## config.mk

```make
export PLATFORM = sky130hd
export DESIGN_NAME = wave_out_sequencer
export DESIGN_NICKNAME = d
export VERILOG_FILES = /design/src/rtl/wave_out_sequencer.sv
export SDC_FILE = /design/constraint.sdc
export NUM_CORES = 1
export LEC_CHECK = 0
export ABC_AREA = 1
export BUFFER_PORTS_ARGS = -buffer_cell sky130_fd_sc_hd__buf_2
export CAP_MARGIN = 20
export CORE_MARGIN = 2
export CORE_UTILIZATION = 25
export DETAILED_ROUTE_END_ITERATION = 6
export PLACE_DENSITY = 0.36
export REMOVE_ABC_BUFFERS = 1
export SLEW_MARGIN = 25
export SYNTH_ARGS = -nofsm -noshare
export SYNTH_HDL_FRONTEND = slang
export SYNTH_SLANG_ARGS = --single-unit
```

## constraint.sdc

```tcl
create_clock -name clk -period 1.65 [get_ports clk]
set_input_delay 0.0825 -clock clk [delete_from_list [all_inputs] [get_ports clk]]
set_output_delay 0.0825 -clock clk [all_outputs]
set_load 0.1 [all_outputs]
```

## src/rtl/wave_out_sequencer.sv

```systemverilog
module wave_out_sequencer #(
  parameter int DATA_W = 16,
  parameter int ADDR_W = 5,
  parameter int DIV_W  = 16
) (
  input  logic              clk,
  input  logic              rst_n,
  input  logic              run,
  input  logic              mode_regen,
  input  logic [DIV_W-1:0]  div_cfg,
  input  logic [ADDR_W-1:0] loop_last,
  input  logic              wr_en,
  input  logic [ADDR_W-1:0] wr_addr,
  input  logic [DATA_W-1:0] wr_data,
  input  logic              s_valid,
  input  logic [DATA_W-1:0] s_data,
  output logic              s_ready,
  output logic [DATA_W-1:0] dac_data,
  output logic              dac_load,
  output logic              underflow
);
  localparam int DEPTH = 1 << ADDR_W;

  logic [DIV_W-1:0]  cnt;
  logic              regen_q;
  logic              run_d;
  logic [ADDR_W-1:0] rd_addr;
  logic [DATA_W-1:0] mem [DEPTH];

  wire tick  = run && (cnt >= div_cfg);
  wire start = run && !run_d;
  assign s_ready = tick && !regen_q;

  always_ff @(posedge clk or negedge rst_n)
    if (!rst_n)                cnt <= '0;
    else if (!run || tick)     cnt <= '0;
    else                       cnt <= cnt + 1'b1;

  always_ff @(posedge clk or negedge rst_n)
    if (!rst_n) begin
      regen_q <= 1'b0;
      run_d   <= 1'b0;
    end else begin
      run_d <= run;
      if (!run) regen_q <= mode_regen;
    end

  always_ff @(posedge clk)
    if (wr_en) mem[wr_addr] <= wr_data;

  always_ff @(posedge clk or negedge rst_n)
    if (!rst_n)                rd_addr <= '0;
    else if (!run)             rd_addr <= '0;
    else if (tick && regen_q)  rd_addr <= (rd_addr == loop_last) ? '0 : rd_addr + 1'b1;

  always_ff @(posedge clk or negedge rst_n)
    if (!rst_n) begin
      dac_data <= '0;
      dac_load <= 1'b0;
    end else begin
      dac_load <= tick;
      if (tick) begin
        if (regen_q)      dac_data <= mem[rd_addr];
        else if (s_valid) dac_data <= s_data;
      end
    end

  always_ff @(posedge clk or negedge rst_n)
    if (!rst_n)                            underflow <= 1'b0;
    else if (tick && !regen_q && !s_valid) underflow <= 1'b1;
    else if (start)                        underflow <= 1'b0;

  p_mode_frozen_r9: assert property (@(posedge clk) disable iff (!rst_n)
    run && $past(run) |-> $stable(regen_q));
  p_ready_stream_r10: assert property (@(posedge clk) disable iff (!rst_n)
    s_ready |-> !regen_q);
  p_no_load_idle_r11: assert property (@(posedge clk) disable iff (!rst_n)
    !$past(run) |-> !dac_load);
  p_strobe_single_r3: assert property (@(posedge clk) disable iff (!rst_n)
    dac_load && (div_cfg != '0) |=> !dac_load);
  p_hold_underflow_r5: assert property (@(posedge clk) disable iff (!rst_n)
    $rose(underflow) |-> $stable(dac_data));
  p_sticky_r6: assert property (@(posedge clk) disable iff (!rst_n)
    $past(underflow) && !$past(start) |-> underflow);
  p_addr_home_r8: assert property (@(posedge clk) disable iff (!rst_n)
    !$past(run) |-> rd_addr == '0);
endmodule

```

==> results of run 1 <==
-- final cells by class --
type,count,area (um2),share of cell area
sequential,553,16400,0.479
timing repair buffer,386,4460,0.130
multi-input combinational,1296,7850,0.229
clock buffer,90,1940,0.0567
tap,1287,1610,0.0470
inverter,403,1540,0.0448
clock inverter,40,439,0.0128
timing repair inverter,1,8.76,0.000256
antenna,1,2.50,0.0000730
-- power breakdown --
part / switching, mW / internal [mW] / total (mW)
registers: 0.0581 / 15.5 / 15.6
clock network: 6.10 / 9.74 / 15.8
logic: 0.905 / 0.409 / 1.31
total: 7.06 / 25.7 / 32.7
-- registers in the layout, indices dropped and copies added, names as in the netlist --
signal,cells
cnt,16
dac_data,16
dac_load,1
mem,512
rd_addr,5
regen_q,1
run_d,1
underflow,1
-- repair_timing --
item                       in CTS  in global routing
resized for setup             237                192
hold endpoints to repair      227                  1
setup endpoints to repair      41                 42
hold buffers                   35                  1
cloned                         16                 10
buffers inserted               40                 16
pin swaps                      85                132
-- metrics by stage --
stage | cells | setup slack [ns] | total power, mW | hold WS, ns
floorplan | 2252 | -7.66 | 16.3 | -0.213
global placement | 3812 | -0.751 | 17.0 | 0.178
detailed placement | 3812 | -0.731 | 17.0 | 0.182
CTS | 4031 | -0.809 | 33.1 | -0.0774
global route | 4056 | -0.823 | 33.9 | 0.0257
finish | 4057 | -0.682 | 32.7 | 0.00982
-- worst min-delay path by stage --
stage	endpoint
after floorplan	cnt[0]
after global placement	dac_load
after detailed placement	dac_load
after CTS	underflow
after global routing	rd_addr[3]
final	rd_addr[3]
-- logic make-up after synthesis --
group                    share of synthesized area
AND/OR/NAND/NOR                              0.223
flip-flops                                   0.665
buffers and inverters                       0.0893
AO/OA/AOI/OAI                              0.00994
adder cells (fa/ha/maj)                    0.00913
XOR/XNOR                                   0.00391
-- layout by cell type, fill, tap and decap left out, types with 4 or more instances in the layout --
master         Yosys  layout
or2_0             20      20
nor3_1             6       4
clkinv_2           0      11
buf_2             57      79
nor2_1            48      14
xnor2_1            6       5
nand2_1          599     564
nand3_1          476     267
bufinv_16          0       9
edfxtp_1         512     512
dfrtp_1           41      37
buf_6             18      16
buf_12             0      75
nor2_2             3      34
buf_8              0       8
o21ai_1            1       4
nand3_2            3     166
xor2_1             5       5
clkbuf_16          0      84
or2_2             18      15
inv_6              0       4
ha_4               0       6
or2_1             43      42
nor2_4             1       4
ha_1              18      11
buf_16             0      18
buf_4             13     140
nand3_4            0      46
a21oi_1           13       8
dlygate4sd3_1      0      36
clkinv_1           0      13
nor3_2             2       4
nand2_2            3      26
or2_4              0       4
a21oi_2            1       5
inv_1            400     398
o211ai_1          16      16
clkbuf_1          17      13
nand2_4            0      12
-- metal layers --
layer  vias up  wire, um  GRT usage
met5         -         0          0
met4         0      2250     0.0452
met3       118      3160     0.0249
met2       376     40600      0.278
met1      8802     38900      0.223
li1       8491         -          -
-- critical path, delay by kind of cell (launching register included) --
family / cells / cell delay (ns)
adder cells (fa/ha/maj): 1 / 0.27
buffers and inverters: 2 / 0.29
flip-flops: 1 / 0.40
AND/OR/NAND/NOR: 10 / 0.68
==> flow_metrics.py, run 1 <==
metrics = {
    "status": {
        "status": "finished, violations left",
        "failed_checks": "setup timing",
    },
    "hold_path": {
        "min_path_cells": 5,
        "min_from": "run",
        "hold_class": "input port to flip-flop",
    },
    "synth": {
        "synth-seq-cells": 553,
        "synthTopCellsByArea": "edfxtp_1 (62%), nand3_1 (9.7%), nand2_1 (9.1%)",
        "netlist.area_leader.share": 0.623,
        "synth-edff-count": 512,
        "yosys.area.top_type": "edfxtp_1",
        "synth_flop_cell": "edfxtp_1",
        "ys_top_cells_by_count": "nand2_1 (599), edfxtp_1 (512), nand3_1 (476)",
        "yosysWarnings": 0,
        "ys_seq_area_frac": 0.665,
        "synth_cell_type_count": 34,
        "syn_avg_cell_area_um2": 10.4,
        "synthArstFlopShare": 0.0741,
        "synth_area_um2": 24700,
        "synth_most_common_cell": "nand2_1",
        "syn_inst": 2368,
    },
    "power": {
        "leakage_nw": 14.2,
        "powerDensity_nw_per_um2": 955,
        "irDropWorstVdd_mv": 0.725,
    },
    "critical_path": {
        "crit_end": "s_ready",
        "crit_start": "cnt[1]",
        "r2r_start": "rd_addr[0]",
        "start_kind": "flip-flop",
        "rr_endpoint": "dac_data[0]",
        "cpMaxStageDelayCell": "dfrtp_1",
        "crit_fanout": 2,
        "critPathCaptureType": "output pin",
        "ff2ff_setup_slack_ns": -0.47,
        "worst_ep_required_time_ns": 1.57,
        "critical_path.max_stage_delay_ns": 0.40,
        "crit_type": "flip-flop to output pin",
        "arrival_ns": 2.25,
        "reg2reg_depth": 13,
        "crit_chain": "ha_4, nand2_1, nand3b_1, nand2_1, nand2_1, nand2_1, nand2_2, nand2_2, nand2_2, nand2_2, buf_6, nor2_4, buf_12",
    },
    "timing": {
        "slew_headroom": 0.482,
        "postLayoutSetupSlackWorst_ns": -0.682,
        "setup_tns_ns": -10.47,
        "setup_violations": 40,
        "tightestPinTransition_ns": 0.777,
        "rsz0062_at_grt": "true",
        "max_freq_mhz": 429,
        "timing.final.max_slew_violations": 0,
        "final-hold-violation-count": 0,
        "fin_skew_ns": 0.0199,
        "period_minus_slack_ns": 2.33,
        "fin_crit_sh": 1.41,
    },
    "floorplanning": {
        "ios": 83,
        "fp-row-count": 115,
        "dieArea_um2": 101000,
        "coreArea_um2": 98100,
        "initial_core_util": 0.251,
        "die_x_um": 318,
        "die_h_um": 318,
    },
    "run": {
        "drv_cap": 0,
    },
    "layout": {
        "nFillCells": 9862,
        "final_nets": 2793,
        "postLayoutCellArea_um2": 34300,
        "fin_util": 0.349,
        "drive_gt1_frac": 0.286,
        "syn2layout_area_growth_pct": 38.9,
    },
    "global_route": {
        "grt_max_degree": 36,
        "grt_pass1_wl_mm": 124,
        "grt_pass1_vias": 18300,
        "grt_util_all_layers": 0.166,
        "gr-total-overflow": 0,
        "grt_antenna_before_repair": 2,
    },
    "cts": {
        "cts_tree": "yes",
        "path_clk_slew_ns": 0.06,
        "cts_root_buffer": "clkbuf_16",
        "cts_inserted_buffers": 70,
        "cts_max_level": 3,
        "cts_sinks": 553,
        "clockBufferDepth": 3,
        "insertion_delay_ns": 0.61,
    },
    "detailed_routing": {
        "wl_mm": 84.9,
        "drc": 0,
        "vias_per_cell": 4.38,
        "drt_pass1_iterations": 5,
        "final_antenna_net_count": 0,
        "drt_iter0_drc": 1238,
        "vias": 17800,
        "wire_per_inst_um": 20.9,
    },
    "placed_design": {
        "port_buffers": 82,
        "hpwl_mm": 51.5,
        "post_dp_cell_area_um2": 28400,
        "gp_congestion": 0.816,
    },
}
(Power assumes the default switching activity.)
==> run 2, diff against run 1 <==
RECOVER_POWER = 100   (was unset)
==> run 2 against run 1 <==
  * The flow still finishes with violations (setup timing)
  * Worst hold slack about the same
  * Critical path depth is the same
  * Routed wire length barely moved
==> flow_metrics.py, run 2 (same netlist as run 1, synthesis figures left out) <==
metrics = {
    "status": {
        "status": "finished, violations left",
        "failed_checks": "setup timing",
    },
    "layout": {
        "largest_reg_flops": 512,
        "reg.largest.list": "mem x512, cnt x16, dac_data x16",
        "multiInputGateArea_um2": 7780,
        "nFillCells": 9955,
        "fin_cells": 4057,
        "syn2layout_area_growth_pct": 36.1,
        "final_nets": 2793,
        "largest_register": "mem",
        "seqCellArea_um2": 16400,
        "mostFrequentLayoutCells": "nand2_1 (564), edfxtp_1 (512), inv_1 (398), nand3_1 (267), nand3_2 (166)",
        "final_common_cell": "nand2_1",
        "drive_gt1_frac": 0.265,
    },
    "global_route": {
        "use_met2": 0.278,
        "grt_util_all_layers": 0.166,
        "grt_max_degree": 36,
        "grt_antenna_before_repair": 2,
        "grtUsageMet1": 0.223,
        "gr-total-overflow": 0,
        "busiest_layer": "met2",
        "grt_pass1_wl_mm": 124,
        "grt_pass1_vias": 18300,
        "grtUsageMet3": 0.0249,
    },
    "detailed_routing": {
        "wire_per_inst_um": 20.9,
        "vias": 17800,
        "drt_iter0_drc": 1183,
        "wl_mm": 85.0,
        "drt_pass1_iterations": 5,
        "drc": 0,
        "final_antenna_net_count": 0,
        "vias_per_cell": 4.38,
    },
    "timing": {
        "tightestPinTransition_ns": 1.27,
        "fin_skew_ns": 0.0234,
        "slew_headroom": 0.151,
        "max_freq_mhz": 429,
        "timing.final.max_slew_violations": 0,
        "hold_ws_ns": 0.00943,
        "setup_violations": 49,
        "period_minus_slack_ns": 2.33,
        "fin_crit_sh": 1.41,
        "final-hold-violation-count": 0,
        "postLayoutSetupSlackWorst_ns": -0.682,
        "rsz0062_at_grt": "true",
    },
    "power": {
        "power.net_switching_mw": 7.05,
        "comb_power_share": 0.037,
        "powerDensity_nw_per_um2": 972,
        "irDropWorstVdd_mv": 0.727,
        "finalPower_mw": 32.6,
        "swShare": 0.216,
        "leakage_nw": 13.9,
        "p_seq_frac": 0.477,
        "power.internal_mw": 25.6,
        "pwr-share-clk": 0.485,
    },
    "critical_path": {
        "reg2reg_depth": 13,
        "rr_endpoint": "dac_data[0]",
        "crit_chain": "ha_4, nand2_1, nand3b_1, nand2_1, nand2_1, nand2_1, nand2_2, nand2_2, nand2_2, nand2_2, buf_6, nor2_4, buf_12",
        "worst-path-buf-inv": 2,
        "cpMaxStageDelayCell": "dfrtp_1",
        "start_kind": "flip-flop",
        "ff2ff_setup_slack_ns": -0.47,
        "r2r_start": "rd_addr[0]",
        "crit_type": "flip-flop to output pin",
        "arrival_ns": 2.25,
        "critPathCaptureType": "output pin",
        "worst_ep_required_time_ns": 1.57,
        "crit_family": "simple AND/OR/NAND/NOR gates",
        "critical_path.max_stage_delay_ns": 0.40,
        "crit_fanout": 2,
    },
    "floorplanning": {
        "ios": 83,
        "fp-row-count": 115,
        "dieArea_um2": 101000,
        "coreArea_um2": 98100,
        "initial_core_util": 0.251,
        "die_x_um": 318,
        "die_h_um": 318,
    },
    "hold_path": {
        "min_path_cells": 5,
        "min_from": "run",
        "min_to": "rd_addr[3]",
        "hold_class": "input port to flip-flop",
    },
    "run": {
        "drv_cap": 0,
    },
    "placed_design": {
        "hpwl_mm": 51.5,
        "post-place-ws_ns": -0.731,
        "gp_congestion": 0.816,
        "port_buffers": 82,
        "dpl.cell_count": 3812,
    },
    "cts": {
        "path_clk_slew_ns": 0.06,
        "cts_root_buffer": "clkbuf_16",
        "cts_max_level": 3,
        "cts_inserted_buffers": 70,
        "clockBufferDepth": 3,
        "insertion_delay_ns": 0.61,
        "cts_sinks": 553,
        "cts_tree": "yes",
    },
}
==> run 2: worst reg2reg max path, delay by kind of cell, from the launching register on <==
| kind | cells | cell delay (ns) |
|---|---|---|
| AND/OR/NAND/NOR | 9 | 0.89 |
| buffers and inverters | 4 | 0.62 |
| flip-flops | 1 | 0.50 |
==> run 2: worst max-delay path by stage <==
stage | to | cells past startpoint | from | slack, ns
2_1_floorplan | dac_data[0] | 9 | rd_addr[0] | -7.66
3_3_place_gp | dac_data[0] | 11 | rd_addr[0] | -0.75
3_5_place_dp | dac_data[0] | 11 | rd_addr[0] | -0.73
4_1_cts | s_ready | 11 | cnt[15] | -0.81
5_1_grt | s_ready | 13 | cnt[1] | -0.82
6_report | s_ready | 13 | cnt[1] | -0.68
==> run 2: through the flow <==
step / setup TNS [ns] / utilization / area (um2)
after CTS: -10.54 / 0.336 / 33000
after floorplan: -144.62 / - / 24000
after global placement: -12.33 / 0.289 / 28400
final: -10.57 / 0.342 / 33600
after global routing: -18.64 / 0.342 / 33600
after detailed placement: -12.62 / 0.289 / 28400
==> run 2: cell type report <==
cell class	instances	share of cell area
clock inverters	40	0.0131
clock buffers	90	0.0579
flip-flops and latches	553	0.489
repair inverters	1	0.000261
multi-input cells	1296	0.232
well taps	1287	0.0480
inverters	403	0.0458
repair buffers	386	0.114
diodes	1	0.0000746
==> run 2: power groups by stage <==
stage / combinational, mW / clock, mW / sequential [mW]
after global routing: 1.33 / 16.9 / 15.6
after CTS: 1.29 / 16.3 / 15.6
after global placement: 1.16 / 0 / 15.8
after floorplan: 0.276 / 0 / 16.0
final: 1.22 / 15.8 / 15.6
after detailed placement: 1.17 / 0 / 15.9
==> run 2: timing repair <==
action,in CTS,in global routing
resized for setup,237,192
gates cloned,16,10
pin swaps,85,132
buffers inserted,40,16
setup endpoints to repair,41,42
hold buffers,35,1
endpoints found under the hold margin,227,1
==> run 2: metal layers <==
metal,vias up,wire length [um],part of all wire
li1,8491,-,-
met1,8788,39100,0.46
met5,-,0,0
met3,121,2880,0.034
met4,0,2310,0.027
met2,376,40700,0.48
==> run 3, diff against run 2 <==
SETUP_SLACK_MARGIN = 0.2   (was unset)
==> run 3 against run 2 <==
  * The flow finishes with violations (hold timing, setup timing)
  * Core utilization down 0.29 points
  * Sequential share of layout area up 0.43 points
  * Combinational power about the same
  * Routed wire length down 0.50%
  * Clock-buffer cell count unchanged
  * Via count down 0.31%
  * Largest cell class unchanged
==> flow_metrics.py, run 3 (same netlist as run 1, synthesis figures left out) <==
metrics = {
    "timing": {
        "final-hold-violation-count": 1,
        "slew_headroom": 0.134,
        "postLayoutSetupSlackWorst_ns": -0.675,
        "hold_ws_ns": -0.0699,
        "tightestPinTransition_ns": 1.30,
        "max_freq_mhz": 430,
        "setup_violations": 48,
        "fin_crit_sh": 1.41,
        "setup_tns_ns": -9.31,
        "fin_skew_ns": 0.0239,
        "timing.final.max_slew_violations": 0,
        "period_minus_slack_ns": 2.33,
        "rsz0062_at_grt": "true",
    },
    "global_route": {
        "grt_util_all_layers": 0.166,
        "grt_pass1_wl_mm": 124,
        "grt_antenna_before_repair": 2,
        "gr-total-overflow": 0,
        "grt_max_degree": 36,
        "grt_pass1_vias": 18200,
    },
    "floorplanning": {
        "initial_core_util": 0.251,
        "ios": 83,
        "die_x_um": 318,
        "coreArea_um2": 98100,
        "die_h_um": 318,
        "dieArea_um2": 101000,
        "fp-row-count": 115,
    },
    "run": {
        "drv_cap": 0,
    },
    "layout": {
        "largest_register": "mem",
        "reg.largest.list": "mem x512, cnt x16, dac_data x16",
        "fin_util": 0.339,
        "postLayoutCellArea_um2": 33300,
        "largest_reg_flops": 512,
        "final_nets": 2782,
        "multiInputGateArea_um2": 7670,
        "mostFrequentLayoutCells": "nand2_1 (571), edfxtp_1 (512), inv_1 (397), nand3_1 (279), nand3_2 (154)",
        "syn2layout_area_growth_pct": 34.9,
        "final_common_cell": "nand2_1",
        "drive_gt1_frac": 0.257,
        "num_antenna_cells": 0,
        "seqCellArea_um2": 16400,
        "nFillCells": 9974,
    },
    "power": {
        "pwr-share-clk": 0.485,
        "p_seq_frac": 0.478,
        "power.internal_mw": 25.6,
        "leakage_nw": 13.7,
        "power.net_switching_mw": 7.03,
        "comb_power_share": 0.037,
        "powerDensity_nw_per_um2": 980,
        "irDropWorstVdd_mv": 0.728,
        "swShare": 0.216,
    },
    "cts": {
        "cts_inserted_buffers": 70,
        "cts_root_buffer": "clkbuf_16",
        "insertion_delay_ns": 0.61,
        "cts_sinks": 553,
        "cts_tree": "yes",
        "path_clk_slew_ns": 0.06,
        "cts_max_level": 3,
        "hold_buffers": 34,
        "clockBufferDepth": 3,
    },
    "critical_path": {
        "start_kind": "flip-flop",
        "ff2ff_setup_slack_ns": -0.46,
        "crit_chain": "ha_1, nand2_1, nand3b_1, nand2_1, nand2_1, nand2_1, nand2_2, nand2_2, nand2_2, nand2_2, buf_6, nor2_4, buf_12",
        "cpMaxStageDelayCell": "dfrtp_1",
        "arrival_ns": 2.24,
        "crit_family": "simple AND/OR/NAND/NOR gates",
        "critPathCaptureType": "output pin",
        "worst-path-buf-inv": 2,
        "critical_path.max_stage_delay_ns": 0.37,
        "crit_fanout": 2,
        "worst_ep_required_time_ns": 1.57,
        "crit_type": "flip-flop to output pin",
    },
    "detailed_routing": {
        "wire_per_inst_um": 20.9,
        "final_antenna_net_count": 0,
        "drt_iter0_drc": 1103,
        "vias": 17700,
        "vias_per_cell": 4.38,
        "wl_mm": 84.6,
        "drt_pass1_iterations": 5,
        "drc": 0,
    },
    "placed_design": {
        "post_dp_cell_area_um2": 28400,
        "hpwl_mm": 51.5,
        "gp_congestion": 0.816,
        "port_buffers": 82,
    },
    "status": {
        "status": "finished, violations left",
        "failed_checks": "hold timing, setup timing",
    },
    "hold_path": {
        "hold_class": "input port to flip-flop",
    },
}
==> run 3: changes by cell type in the layout (fill, tap and decap cells not counted), moves of 7 or more <==
| cell | previous run | this run |
|---|---|---|
| nand3_2 | 166 | 154 |
| nand3_1 | 267 | 279 |
| nand2_1 | 564 | 571 |
| nand2_4 | 12 | 3 |
| buf_2 | 51 | 61 |
| clkbuf_2 | 54 | 42 |
==> run 3: area by class of cell <==
class,count,share of cell area
Inverter,403,0.0462
Sequential cell,553,0.493
Multi-Input combinational cell,1296,0.231
Timing Repair inverter,1,0.000263
Timing Repair Buffer,375,0.110
Tap cell,1287,0.0484
Clock buffer,90,0.0584
Clock inverter,40,0.0132
==> run 3: per-layer routing <==
metal  vias up  GRT usage  routed length, um
met1      8771      0.222              39000
met5         -          0                  0
met2       357      0.279              40300
met3       120     0.0261               2950
li1       8473          -                  -
met4         0     0.0449               2300
==> run 3: final timing paths <==
kind	start	endpoint	cells past startpoint
worst max-delay path	cnt[1]	s_ready	13
worst min-delay path	run	underflow	6
worst max register to register	rd_addr[0]	dac_data[0]	13
worst min register to register	dac_data[12]	dac_data[12]	2
max in group asynchronous	rst_n	dac_data[15]	3
min in group asynchronous	rst_n	cnt[8]	2
==> run 3: power groups by stage <==
stage                     Combinational (mW)  Clock (mW)  Sequential, mW
after floorplan                        0.276           0            16.0
final                                   1.21        15.8            15.6
after CTS                               1.30        16.3            15.6
after detailed placement                1.17           0            15.9
after global placement                  1.16           0            15.8
after global routing                    1.32        16.9            15.6
==> run 3: what timing repair did <==
item	CTS	global route
setup endpoints to repair	58	42
resized for setup	258	163
endpoints found under the hold margin	227	1
pin swaps	85	118
buffers inserted	37	9
gates cloned	16	7
==> run 3: worst reg2reg max path, cell delays in order, from the launching register on <==
cell and delay, ns:
dfrtp_4 0.49, buf_12 0.17, buf_12 0.15, buf_12 0.15, buf_16 0.14, or2_1 0.22
nand3_2 0.07, nand3_2 0.10, nand3_4 0.10, nand3_4 0.15, nand3_4 0.11, nand2_1 0.05
nand2_1 0.05, nand2_1 0.04
==> run 3: metrics by stage <==
| step | hold slack, ns | worst slack (ns) | power (mW) | cells |
|---|---|---|---|---|
| 6_report | -0.0699 | -0.675 | 32.6 | 4045 |
| 5_1_grt | -0.0702 | -0.812 | 33.8 | 4045 |
| 3_3_place_gp | 0.178 | -0.751 | 17.0 | 3812 |
| 2_1_floorplan | -0.213 | -7.66 | 16.3 | 2252 |
| 4_1_cts | -0.100 | -0.807 | 33.1 | 4029 |
| 3_5_place_dp | 0.182 | -0.731 | 17.0 | 3812 |
